`src/rtl/bdec_pkg.sv`:
```
`timescale 1ns/1ps
package bdec_pkg;

   // Wide enough for any address width this decoder is built with.
   localparam int unsigned CFG_W = 64;
   typedef logic [CFG_W-1:0] cfg_word_t;

   // Read-data return path variants.
   typedef enum logic [0:0] {
      MUX_AND_OR  = 1'b0,
      MUX_INDEXED = 1'b1
   } mux_style_e;

   // Exactly one bit set.
   function automatic bit is_pow2(cfg_word_t v);
      return (v != '0) && ((v & (v - 1'b1)) == '0);
   endfunction

   // Base is a whole multiple of the size.
   function automatic bit is_aligned(cfg_word_t base, cfg_word_t size);
      return (base & (size - 1'b1)) == '0;
   endfunction

   // Two aligned power-of-two regions intersect exactly when they agree on
   // every bit above the larger of the two sizes.
   function automatic bit regions_overlap(cfg_word_t b0, cfg_word_t s0,
                                          cfg_word_t b1, cfg_word_t s1);
      cfg_word_t big;
      big = (s0 > s1) ? s0 : s1;
      return (b0 & ~(big - 1'b1)) == (b1 & ~(big - 1'b1));
   endfunction

endpackage

```
`src/rtl/bdec_region_match.sv`:
```
`timescale 1ns/1ps
module bdec_region_match #(
   parameter int unsigned    AW   = 32,
   parameter logic [AW-1:0] BASE = '0,
   parameter logic [AW-1:0] SIZE = AW'(1) << (AW - 1)
) (
   input  logic [AW-1:0] addr,
   output logic          hit
);
   // Bits below the region size are the slave's own offset and are dropped.
   localparam logic [AW-1:0] KEEP_MASK = ~(SIZE - AW'(1));

   assign hit = ((addr & KEEP_MASK) == BASE);
endmodule

```
`src/rtl/bdec_select.sv`:
```
`timescale 1ns/1ps
module bdec_select #(
   parameter int unsigned N_SLV = 8,
   parameter int unsigned IW    = (N_SLV > 1) ? $clog2(N_SLV) : 1
) (
   input  logic             valid,
   input  logic [N_SLV-1:0] hit,
   output logic [N_SLV-1:0] en,
   output logic [IW-1:0]    idx,
   output logic             err
);
   logic any_hit;

   assign any_hit = |hit;
   assign en      = valid ? hit : '0;
   assign err     = valid & ~any_hit;

   // Regions never overlap, so at most one hit bit is set.
   always_comb begin
      idx = '0;
      for (int i = 0; i < N_SLV; i++) begin
         if (hit[i]) idx = IW'(i);
      end
   end
endmodule

```
`src/rtl/bdec_rdata_mux.sv`:
```
`timescale 1ns/1ps
module bdec_rdata_mux #(
   parameter int unsigned          N_SLV = 8,
   parameter int unsigned          DW    = 32,
   parameter int unsigned          IW    = (N_SLV > 1) ? $clog2(N_SLV) : 1,
   parameter bdec_pkg::mux_style_e STYLE = bdec_pkg::MUX_AND_OR
) (
   input  logic [N_SLV-1:0]    en,
   input  logic [IW-1:0]       idx,
   input  logic [N_SLV*DW-1:0] rdata_in,
   output logic [DW-1:0]       rdata_out
);
   logic [DW-1:0] words [N_SLV];

   for (genvar gi = 0; gi < N_SLV; gi++) begin : g_split
      assign words[gi] = rdata_in[gi*DW +: DW];
   end

   if (STYLE == bdec_pkg::MUX_AND_OR) begin : g_and_or
      // Flat OR of enable-qualified words; relies on one-hot enables.
      always_comb begin
         rdata_out = '0;
         for (int i = 0; i < N_SLV; i++) begin
            rdata_out = rdata_out | (words[i] & {DW{en[i]}});
         end
      end
   end else begin : g_indexed
      // Binary-indexed mux, zero forced when nothing is enabled.
      logic any_en;
      assign any_en    = |en;
      assign rdata_out = any_en ? words[idx] : '0;
   end
endmodule

```
`src/rtl/bus_region_decoder.sv`:
```
`timescale 1ns/1ps
module bus_region_decoder #(
   parameter int unsigned N_SLV = 8,
   parameter int unsigned AW    = 32,
   parameter int unsigned DW    = 32,
   parameter logic [N_SLV-1:0][AW-1:0] REGION_BASE = {
      32'hE000_0000, 32'hC000_0000, 32'hA000_0000, 32'h8000_0000,
      32'h6000_0000, 32'h4000_0000, 32'h2000_0000, 32'h0000_0000},
   parameter logic [N_SLV-1:0][AW-1:0] REGION_SIZE = {N_SLV{32'h2000_0000}},
   parameter bdec_pkg::mux_style_e MUX_STYLE = bdec_pkg::MUX_AND_OR
) (
   input  logic                cpu_valid,
   input  logic [AW-1:0]       cpu_addr,
   output logic [DW-1:0]       cpu_rdata,
   output logic                dec_err,
   output logic [N_SLV-1:0]    slv_en,
   input  logic [N_SLV*DW-1:0] slv_rdata
);
   import bdec_pkg::*;

   localparam int unsigned IW = (N_SLV > 1) ? $clog2(N_SLV) : 1;

   // Elaboration-time checks on the region table.
   if (N_SLV < 1) begin : g_bad_count
      $error("bus_region_decoder: N_SLV must be at least 1");
   end
   if (AW > CFG_W) begin : g_bad_aw
      $error("bus_region_decoder: AW exceeds supported configuration width");
   end

   for (genvar gi = 0; gi < N_SLV; gi++) begin : g_cfg
      if (!is_pow2(CFG_W'(REGION_SIZE[gi]))) begin : g_bad_size
         $error("bus_region_decoder: region %0d size is not a power of two", gi);
      end
      if (!is_aligned(CFG_W'(REGION_BASE[gi]), CFG_W'(REGION_SIZE[gi]))) begin : g_bad_base
         $error("bus_region_decoder: region %0d base is not aligned to its size", gi);
      end
      for (genvar gj = gi + 1; gj < N_SLV; gj++) begin : g_pair
         if (regions_overlap(CFG_W'(REGION_BASE[gi]), CFG_W'(REGION_SIZE[gi]),
                             CFG_W'(REGION_BASE[gj]), CFG_W'(REGION_SIZE[gj]))) begin : g_bad_ovl
            $error("bus_region_decoder: regions %0d and %0d overlap", gi, gj);
         end
      end
   end

   // One masked comparator per region.
   logic [N_SLV-1:0] hit;

   for (genvar gi = 0; gi < N_SLV; gi++) begin : g_match
      bdec_region_match #(
         .AW   (AW),
         .BASE (REGION_BASE[gi]),
         .SIZE (REGION_SIZE[gi])
      ) u_match (
         .addr (cpu_addr),
         .hit  (hit[gi])
      );
   end

   logic [IW-1:0] sel_idx;

   bdec_select #(
      .N_SLV (N_SLV),
      .IW    (IW)
   ) u_select (
      .valid (cpu_valid),
      .hit   (hit),
      .en    (slv_en),
      .idx   (sel_idx),
      .err   (dec_err)
   );

   bdec_rdata_mux #(
      .N_SLV (N_SLV),
      .DW    (DW),
      .IW    (IW),
      .STYLE (MUX_STYLE)
   ) u_rmux (
      .en        (slv_en),
      .idx       (sel_idx),
      .rdata_in  (slv_rdata),
      .rdata_out (cpu_rdata)
   );
endmodule

```
`config.mk`:
```
export PLATFORM = sky130hd
export DESIGN_NAME = bus_region_decoder
export DESIGN_NICKNAME = d
export VERILOG_FILES = /design/src/rtl/bdec_pkg.sv /design/src/rtl/bdec_region_match.sv /design/src/rtl/bdec_select.sv /design/src/rtl/bdec_rdata_mux.sv /design/src/rtl/bus_region_decoder.sv
export SDC_FILE = /design/constraint.sdc
export NUM_CORES = 1
export LEC_CHECK = 0
export ABC_AREA = 1
export BUFFER_PORTS_ARGS = -buffer_cell sky130_fd_sc_hd__buf_2
export CORE_AREA = 8 8 121 123
export DETAILED_ROUTE_END_ITERATION = 10
export DIE_AREA = 0 0 129 131
export GPL_ROUTABILITY_DRIVEN = 0
export GPL_TIMING_DRIVEN = 0
export PLACE_DENSITY = 0.63
export SETUP_SLACK_MARGIN = 0.15
export SLEW_MARGIN = 20
export SYNTH_ARGS = -nofsm -noshare
export SYNTH_HDL_FRONTEND = slang
export SYNTH_SLANG_ARGS = --single-unit
```
`constraint.sdc`:
```
create_clock -name vclk -period 1.05
set_input_delay 0.105 -clock vclk [all_inputs]
set_output_delay 0.105 -clock vclk [all_outputs]
set_load 0.01 [all_outputs]
```
==> metrics, run 1 <==
DRT Wirelength 19.8 mm; initial antenna violation count 0; pwr dens 372 mW/mm2; Hold Path Origin slv_rdata[242]; share of cells above drive strength 1 between 50% and 60%; number of port buffers 300; Via Count 5078; residual DRC count 0; DR WL/cell 18.7 um; top cell type's share of synthesized area 41.2%; crit-path cells buf_8 > inv_4 > nor2_4 > buf_12 > buf_8 > clkbuf_16 > nand3_1 > nand2_1 > nor2_1 > nand2_1 > buf_2; worst-path fanout max 11; DIE HEIGHT 131 um; Seq. cell area 0 um2; Setup TNS -6.98 ns; Setup Viol. Count Final 37; seq_cells 0; Total Power 2.04 mW; Finished Layout Cells between 1000 and 1500; MaxCap Viol Count 0; die outline area 0.0169 mm2; status complete, but fails checks; top cells by area, synth nand3_1, nand2_1, nor2_1, buf_4, nand3_2; failing checks negative setup slack; static leakage power 3.22 nW; post-route ant nets 0; register area share after synthesis 0%; Placed Area 0.00434 mm2; Critical Path End Type output pin; number of global-route vias before repair 4957; Core Box Area 0.0129 mm2; dpl hpwl 14.6 mm; Synth cell types 16; placed cells 1032; period utilization 122%; Mapped Nets 845; Ant. Diodes 0; minimum clock period 1.28 ns; Critical Path Source cpu_valid; Crit path required time 0.94 ns; fmax 779 MHz; CTS Hold Bufs 0; critical path class primary input to output pin; Detailed Route Iter0 Violations 238; Die X 129 um; Fin Hold WS approximately 0.58 ns; Synth Warn # 0; CP Data Arrival Time 1.18 ns; clk_buf instances 0; max incr delay on CP 0.16 ns; drt pass-1 iters 5; post-synthesis cell area around 0.0026 mm2; post-route cell area 0.00548 mm2; CP startpoint kind primary input; CP max-delay cell buf_8; initial core utilization 20.2%; number of I/O pins 330; setup ws final -0.233 ns; Synth Instances 556; worst hold path class primary input to output pin; syn_area_per_cell about 4.7 um2; final hold violations 0; Via density 4.79; Max Slew Vio Count 0; gr ovfl total 0; Area Growth Syn to Fin 111%; largest net degree at the start of global routing 11; worst ir drop on vdd 171 uV; first-pass GRT wire length 26.5 mm; all-layer global routing usage about a fifth; Net count, final 1176; unrepaired setup endpoints after global routing yes; FP Rows 42; top cell type by total area after synthesis nand3_1
## cell usage after synthesis
library cell,n
buf_1,1
buf_2,19
buf_4,25
buf_6,4
buf_8,1
clkbuf_1,2
conb_1,1
inv_1,7
inv_2,1
inv_4,1
nand2_1,193
nand2_4,1
nand3_1,214
nand3_2,10
nor2_1,74
nor2_4,2
## stage by stage
| step | setup slack (ns) | utilization, % |
|---|---|---|
| detailed placement | -0.419 | 33.7 |
| global placement | -0.415 | 33.7 |
| CTS | -0.222 | 37.0 |
| floorplan | 0.140 | - |
| global route | -0.297 | 42.6 |
| finish | -0.233 | 42.6 |
## cell usage in the layout (no fill, tap or decap), types with 9 or more instances in the layout
cell and instances:
nand3_1 183, buf_2 291, buf_12 15, nor2_1 61
nand3_2 40, clkbuf_16 9, buf_8 15, buf_4 18
buf_6 28, nand2_1 187
## power breakdown
| part | internal [mW] | leakage [nW] | switching, mW | total [mW] |
|---|---|---|---|---|
| combinational | 1.02 | 3.22 | 1.01 | 2.04 |
| clock | 0 | 0 | 0 | 0 |
| sequential | 0 | 0 | 0 | 0 |
## path summary, 6_finish.rpt
kind       endpoint  depth (start not counted)
max   cpu_rdata[14]                         11
min   cpu_rdata[18]                          6
## routing by layer
layer | GRT usage, % | share of wire (%) | up-vias
met1 | 23.8 | 40 | 2283
met5 | 0 | 0 | -
li1 | - | - | 2504
met2 | 37.0 | 51 | 281
met3 | 4.02 | 9.0 | 10
met4 | 2.90 | 0.63 | 0
## logic make-up after synthesis
| kind of cell | count (synthesis) | share of synthesized area (%) |
|---|---|---|
| other | 1 | 0.144 |
| and+or+nand+nor | 494 | 84.8 |
| buffers and inverters | 61 | 15.0 |
## worst max-delay path: cells and delay by family
| kind | cells | cell delay (ns) |
|---|---|---|
| simple gates | 5 | 0.35 |
| buf+inv | 6 | 0.70 |
## repair_timing
item | in CTS | in global routing
pin swaps | 5 | 40
endpoints found under the setup margin | 40 | 40
setup buffers | 11 | 3
cloned | 4 | 11
gates resized for setup | 80 | 108
## cell type report
cell class / instances / area [um2]
Fill cell: 1422 / 7390
Timing Repair Buffer: 329 / 2070
Inverter: 9 / 66.3
Buffer: 52 / 666
Tap cell: 176 / 220
Multi-Input combinational cell: 495 / 2460
Note: power is estimated with default switching activity, not from simulation.
==> run 2, diff against run 1 <==
CELL_PAD_IN_SITES_DETAIL_PLACEMENT = 0   (was unset)
CELL_PAD_IN_SITES_GLOBAL_PLACEMENT = 1   (was unset)
CORE_AREA = unset   (was 8 8 121 123)
CORE_ASPECT_RATIO = 2   (was unset)
CORE_MARGIN = 8   (was unset)
CORE_UTILIZATION = 18   (was unset)
DIE_AREA = unset   (was 0 0 129 131)
PLACE_DENSITY = 0.9   (was 0.63)
==> run 2 against run 1 <==
Against the previous run: the run still ends with negative setup slack left; cell count up 1.0%; critical endpoint is now cpu_rdata[20]; global-route usage decreased by 0.38 points; first-iteration DRC count increased by 6.7%; routed wire length grew 0.94%.
==> metrics, run 2 (same netlist as run 1, synthesis figures left out) <==
Die X 101 um (was 129 um); unrepaired setup endpoints after global routing yes (unchanged); Finished Core Util 36.5% (was 42.6%); area of the multi-input gates 0.00232 mm2 (was 0.00246 mm2); crit-path cells buf_12 > inv_4 > nor2_4 > buf_12 > buf_12 > buf_16 > nand3_1 > nand2_1 > nor2_1 > nand2_1 > buf_2 (was buf_8 > inv_4 > nor2_4 > buf_12 > buf_8 > clkbuf_16 > nand3_1 > nand2_1 > nor2_1 > nand2_1 > buf_2); first-pass GRT wire length 28.3 mm (was 26.5 mm); commonest non-fill, non-tap cell in the layout buf_2 (unchanged); residual DRC count 0 (unchanged); final hold violations 0 (unchanged); Buffers & Inverters on Critical Path 6 (unchanged); worst-path fanout max 7 (was 11); pwr dens 365 mW/mm2 (was 372 mW/mm2); CP max-delay cell buf_12 (was buf_8); Crit path required time 0.94 ns (about the same); number of I/O pins 330 (unchanged); die outline area 0.0188 mm2 (was 0.0169 mm2); internal power 942 uW (was 1.02 mW); Critical Path End Type output pin (unchanged); initial antenna violation count 0 (unchanged); DR WL/cell 18.7 um (about the same); period utilization 119% (was 122%); dpl hpwl 15.9 mm (was 14.6 mm); setup ws final -0.197 ns (was -0.233 ns); Clk pwr share 0% (about the same); Net Switching 959 uW (was 1.01 mW); Total Power 1.90 mW (was 2.04 mW); max incr delay on CP 0.14 ns (was 0.16 ns); pre-CTS WS -0.405 ns (was -0.419 ns); fmax 802 MHz (was 779 MHz); Hold Path Sink cpu_rdata[24] (was cpu_rdata[18]); CP Data Arrival Time 1.14 ns (was 1.18 ns); Net count, final 1168 (was 1176); drt pass-1 iters 7 (was 5); status complete, but fails checks (unchanged); post-route ant nets 0 (unchanged); WHS Path Cells 6 (unchanged); Worst path most repeated cell buf_12; largest net degree at the start of global routing 11 (unchanged); Comb pwr share 100.0% (about the same); critical path class primary input to output pin (unchanged); gr ovfl total 0 (unchanged); minimum clock period 1.25 ns (was 1.28 ns); static leakage power 3.13 nW (was 3.22 nW); Via Count 5036 (was 5078); DRT Wirelength 20.0 mm (was 19.8 mm); Core Box Area 0.0143 mm2 (was 0.0129 mm2); Detailed Route Iter0 Violations 254 (was 238); most frequent cells in the layout buf_2, nand3_1, nand2_1 (was buf_2, nand2_1, nand3_1); clk_buf instances 0 (unchanged); number of global-route vias before repair 5116 (was 4957); CP delay by family, top buffers and inverters (unchanged); MaxCap Viol Count 0 (unchanged); share of cells above drive strength 1 47.7% (was 51.1%); all-layer global routing usage 19.7% (was 20.1%); Setup Viol. Count Final 34 (was 37); Max Slew Vio Count 0 (unchanged); Fin Hold WS 0.571 ns (was 0.576 ns); seq_cells 0 (unchanged); CP startpoint kind primary input (unchanged); DIE HEIGHT 186 um (was 131 um); number of port buffers 300 (unchanged); Sw Ratio 50.5% (was 49.7%); fillers 1689 (was 1422); Hold Path Origin slv_rdata[248] (was slv_rdata[242]); initial core utilization 18.2% (was 20.2%); FP Rows 62 (was 42); Seq. cell area 0 um2 (unchanged); Placed Area 0.00436 mm2 (was 0.00434 mm2); Area Growth Syn to Fin 100% (was 111%); post-route cell area 0.00521 mm2 (was 0.00548 mm2); worst hold path class primary input to output pin (unchanged); CTS Hold Bufs 0 (unchanged); failing checks negative setup slack (unchanged); Via density 4.70 (was 4.79); worst ir drop on vdd 131 uV (was 171 uV); Flop pwr share 0% (about the same)
run 2: power by group through the flow:
stage | Sequential [mW] | Clock, mW | Combinational (mW)
after floorplan | 0 | 0 | 0.673
after global placement | 0 | 0 | 1.54
after detailed placement | 0 | 0 | 1.55
after CTS | 0 | 0 | 1.87
after global routing | 0 | 0 | 2.05
final | 0 | 0.000000382 | 1.90
run 2: metrics by stage:
step           cells  TNS (ns)
6_report        1072     -4.88
5_1_grt         1069     -7.49
4_1_cts         1068     -5.36
3_5_place_dp    1048    -12.64
3_3_place_gp    1048    -12.32
2_1_floorplan    556         0
run 2: metal layers:
metal / vias up / global-route usage, % / share of wire, %
li1: 2488 / - / -
met2: 278 / 38.7 / 55
met3: 40 / 3.78 / 7.2
met5: - / 0 / 0
met1: 2230 / 19.9 / 35
met4: 0 / 5.77 / 3.0
run 2: timing repair:
item | CTS | global route
gates resized for setup | 125 | 29
pin swaps | 27 | 13
cloned | 8 | 0
hold endpoints to repair | 0 | 0
setup buffers | 12 | 1
endpoints found under the setup margin | 40 | 40
run 2: how the worst max path moves through the flow:
stage / from / endpoint / cells past startpoint
floorplan: cpu_addr[29] / cpu_rdata[22] / 8
global placement: cpu_addr[31] / cpu_rdata[15] / 8
detailed placement: cpu_valid / cpu_rdata[15] / 9
CTS: cpu_addr[31] / cpu_rdata[15] / 10
global route: cpu_addr[31] / cpu_rdata[3] / 10
finish: cpu_addr[29] / cpu_rdata[20] / 11
run 2: tightest hold or removal path: stages:
cell and delay, ns:
buf_2 0.07, nand2_1 0.04, nand2_1 0.05, nor2_1 0.03, nand2_1 0.04, buf_2 0.12
run 2: area by class of cell:
type | instances | area share, %
repair buffers | 321 | 36.4
diodes | 3 | 0.144
inverters | 9 | 1.30
plain buffers | 52 | 12.9
multi-input cells | 495 | 44.6
well taps | 192 | 4.61
==> run 3, diff against run 2 <==
CAP_MARGIN = 20   (was unset)
GPL_TIMING_DRIVEN = unset   (was 0)
==> run 3 against run 2 <==
Against the previous run: the flow still finishes with violations (negative setup slack); cell count fell by 1.4%; combinational power up 7%; via count shrank 0.73%; critical path type unchanged; critical endpoint is now cpu_rdata[21].
==> metrics, run 3 (same netlist as run 1, synthesis figures left out) <==
FP Rows 62 (unchanged); CP Data Arrival Time 1.18 ns (was 1.14 ns); critical path class primary input to output pin (unchanged); worst hold path class primary input to output pin (unchanged); Critical Path Source cpu_valid (was cpu_addr[29]); post-route cell area 0.00553 mm2 (was 0.00521 mm2); seq_cells 0 (unchanged); Core Box Area 0.0143 mm2 (unchanged); setup ws final -0.240 ns (was -0.197 ns); worst-path fanout max 5 (was 7); residual DRC count 0 (unchanged); first-pass GRT wire length 26.7 mm (was 28.3 mm); area of the multi-input gates 0.00249 mm2 (was 0.00232 mm2); most frequent cells in the layout buf_2, nand2_1, nand3_1 (was buf_2, nand3_1, nand2_1); Net count, final 1152 (was 1168); Via density 4.73 (was 4.70); post-route ant nets 0 (unchanged); Via Count 4999 (was 5036); initial antenna violation count 1 (was 0); DR WL/cell 17.7 um (was 18.7 um); Critical Path End Type output pin (unchanged); Placed Area 0.00446 mm2 (was 0.00436 mm2); failing checks negative setup slack (unchanged); static leakage power 3.16 nW (was 3.13 nW); die outline area 0.0188 mm2 (unchanged); Crit path required time 0.94 ns (about the same); CP max-delay cell buf_2 (was buf_12); fillers 1607 (was 1689); share of cells above drive strength 1 50.6% (was 47.7%); Area Growth Syn to Fin 113% (was 100%); final hold violations 0 (unchanged); drt pass-1 iters 5 (was 7); clk_buf instances 0 (unchanged); WHS Path Cells 6 (unchanged); CTS Hold Bufs 0 (unchanged); MaxCap Viol Count 0 (unchanged); commonest non-fill, non-tap cell in the layout buf_2 (unchanged); initial core utilization 18.2% (unchanged); Max Slew Vio Count 0 (unchanged); fmax 775 MHz (was 802 MHz); number of port buffers 300 (unchanged); number of global-route vias before repair 5069 (was 5116); DIE HEIGHT 186 um (unchanged); max incr delay on CP 0.14 ns (about the same); DRT Wirelength 18.7 mm (was 20.0 mm); Die X 101 um (unchanged); period utilization 123% (was 119%); gr ovfl total 0 (unchanged); crit-path cells buf_8 > inv_4 > nor2_4 > buf_12 > buf_12 > buf_16 > buf_8 > nand3_2 > nand2_1 > nor2_1 > nand2_1 > buf_2 (was buf_12 > inv_4 > nor2_4 > buf_12 > buf_12 > buf_16 > nand3_1 > nand2_1 > nor2_1 > nand2_1 > buf_2); number of I/O pins 330 (unchanged); pre-CTS WS -0.291 ns (was -0.405 ns); Setup Viol. Count Final 36 (was 34); Finished Core Util 38.8% (was 36.5%); pwr dens 367 mW/mm2 (was 365 mW/mm2); crit path to cpu_rdata[21] (was cpu_rdata[20]); status complete, but fails checks (unchanged); dpl hpwl 12.7 mm (was 15.9 mm); all-layer global routing usage 18.1% (was 19.7%); unrepaired setup endpoints after global routing yes (unchanged); CP startpoint kind primary input (unchanged); Seq. cell area 0 um2 (unchanged); Detailed Route Iter0 Violations 163 (was 254); minimum clock period 1.29 ns (was 1.25 ns); largest net degree at the start of global routing 37 (was 11); worst ir drop on vdd 180 uV (was 131 uV)
-- run 3: cell count changes in the layout (fill, tap and decap cells not counted), sizes merged --
cell	delta
diode	+1
clkbuf	-1
buf	-16
clkinv	+1
bufbuf	+1
clkinvlp	-1
-- run 3: metal layers --
metal  share of wire (%)  GRT usage (%)
met1                  36           19.3
met3                 7.6           3.52
met5                   0              0
met2                  54           34.1
met4                 3.1           6.19
-- run 3: worst min path at each step --
| stage | start | to | slack, ns |
|---|---|---|---|
| global placement | slv_rdata[248] | cpu_rdata[24] | 0.58 |
| floorplan | cpu_addr[31] | slv_en[4] | 0.36 |
| global route | slv_rdata[244] | cpu_rdata[20] | 0.61 |
| CTS | slv_rdata[248] | cpu_rdata[24] | 0.58 |
| detailed placement | slv_rdata[248] | cpu_rdata[24] | 0.57 |
| finish | slv_rdata[248] | cpu_rdata[24] | 0.57 |
-- run 3: power breakdown --
group	leakage (nW)	switching, mW	internal [mW]	total, mW
Combinational	3.16	0.980	1.05	2.03
Clock	0.0000254	0	0.000000510	0.000000510
Sequential	0	0	0	0
-- run 3: per-stage QoR --
| stage | TNS, ns | cells | hold slack, ns | power (mW) |
|---|---|---|---|---|
| 3_5_place_dp | -7.73 | 1026 | 0.575 | 1.52 |
| 3_3_place_gp | -7.47 | 1026 | 0.575 | 1.51 |
| 2_1_floorplan | 0 | 556 | 0.363 | 0.673 |
| 4_1_cts | -6.22 | 1050 | 0.577 | 1.93 |
| 6_report | -6.36 | 1057 | 0.572 | 2.03 |
| 5_1_grt | -8.93 | 1054 | 0.611 | 2.20 |
-- run 3: what timing repair did --
| item | in CTS | in global routing |
|---|---|---|
| cloned | 15 | 2 |
| setup buffers | 9 | 1 |
| gates resized for setup | 78 | 52 |
| endpoints found under the hold margin | 0 | 0 |
| pin swaps | 22 | 27 |
| endpoints found under the setup margin | 40 | 39 |
-- run 3: critical path, delay by kind of cell --
family                 cells  cell delay, ns
buffers and inverters      7            0.81
and+or+nand+nor            5            0.27
-- run 3: cell type report --
cell class,count,share of cell area (%)
Tap cell,192,4.34
Antenna cell,4,0.181
Timing Repair Buffer,357,49.1
Inverter,9,1.33
Multi-Input combinational cell,495,45.0
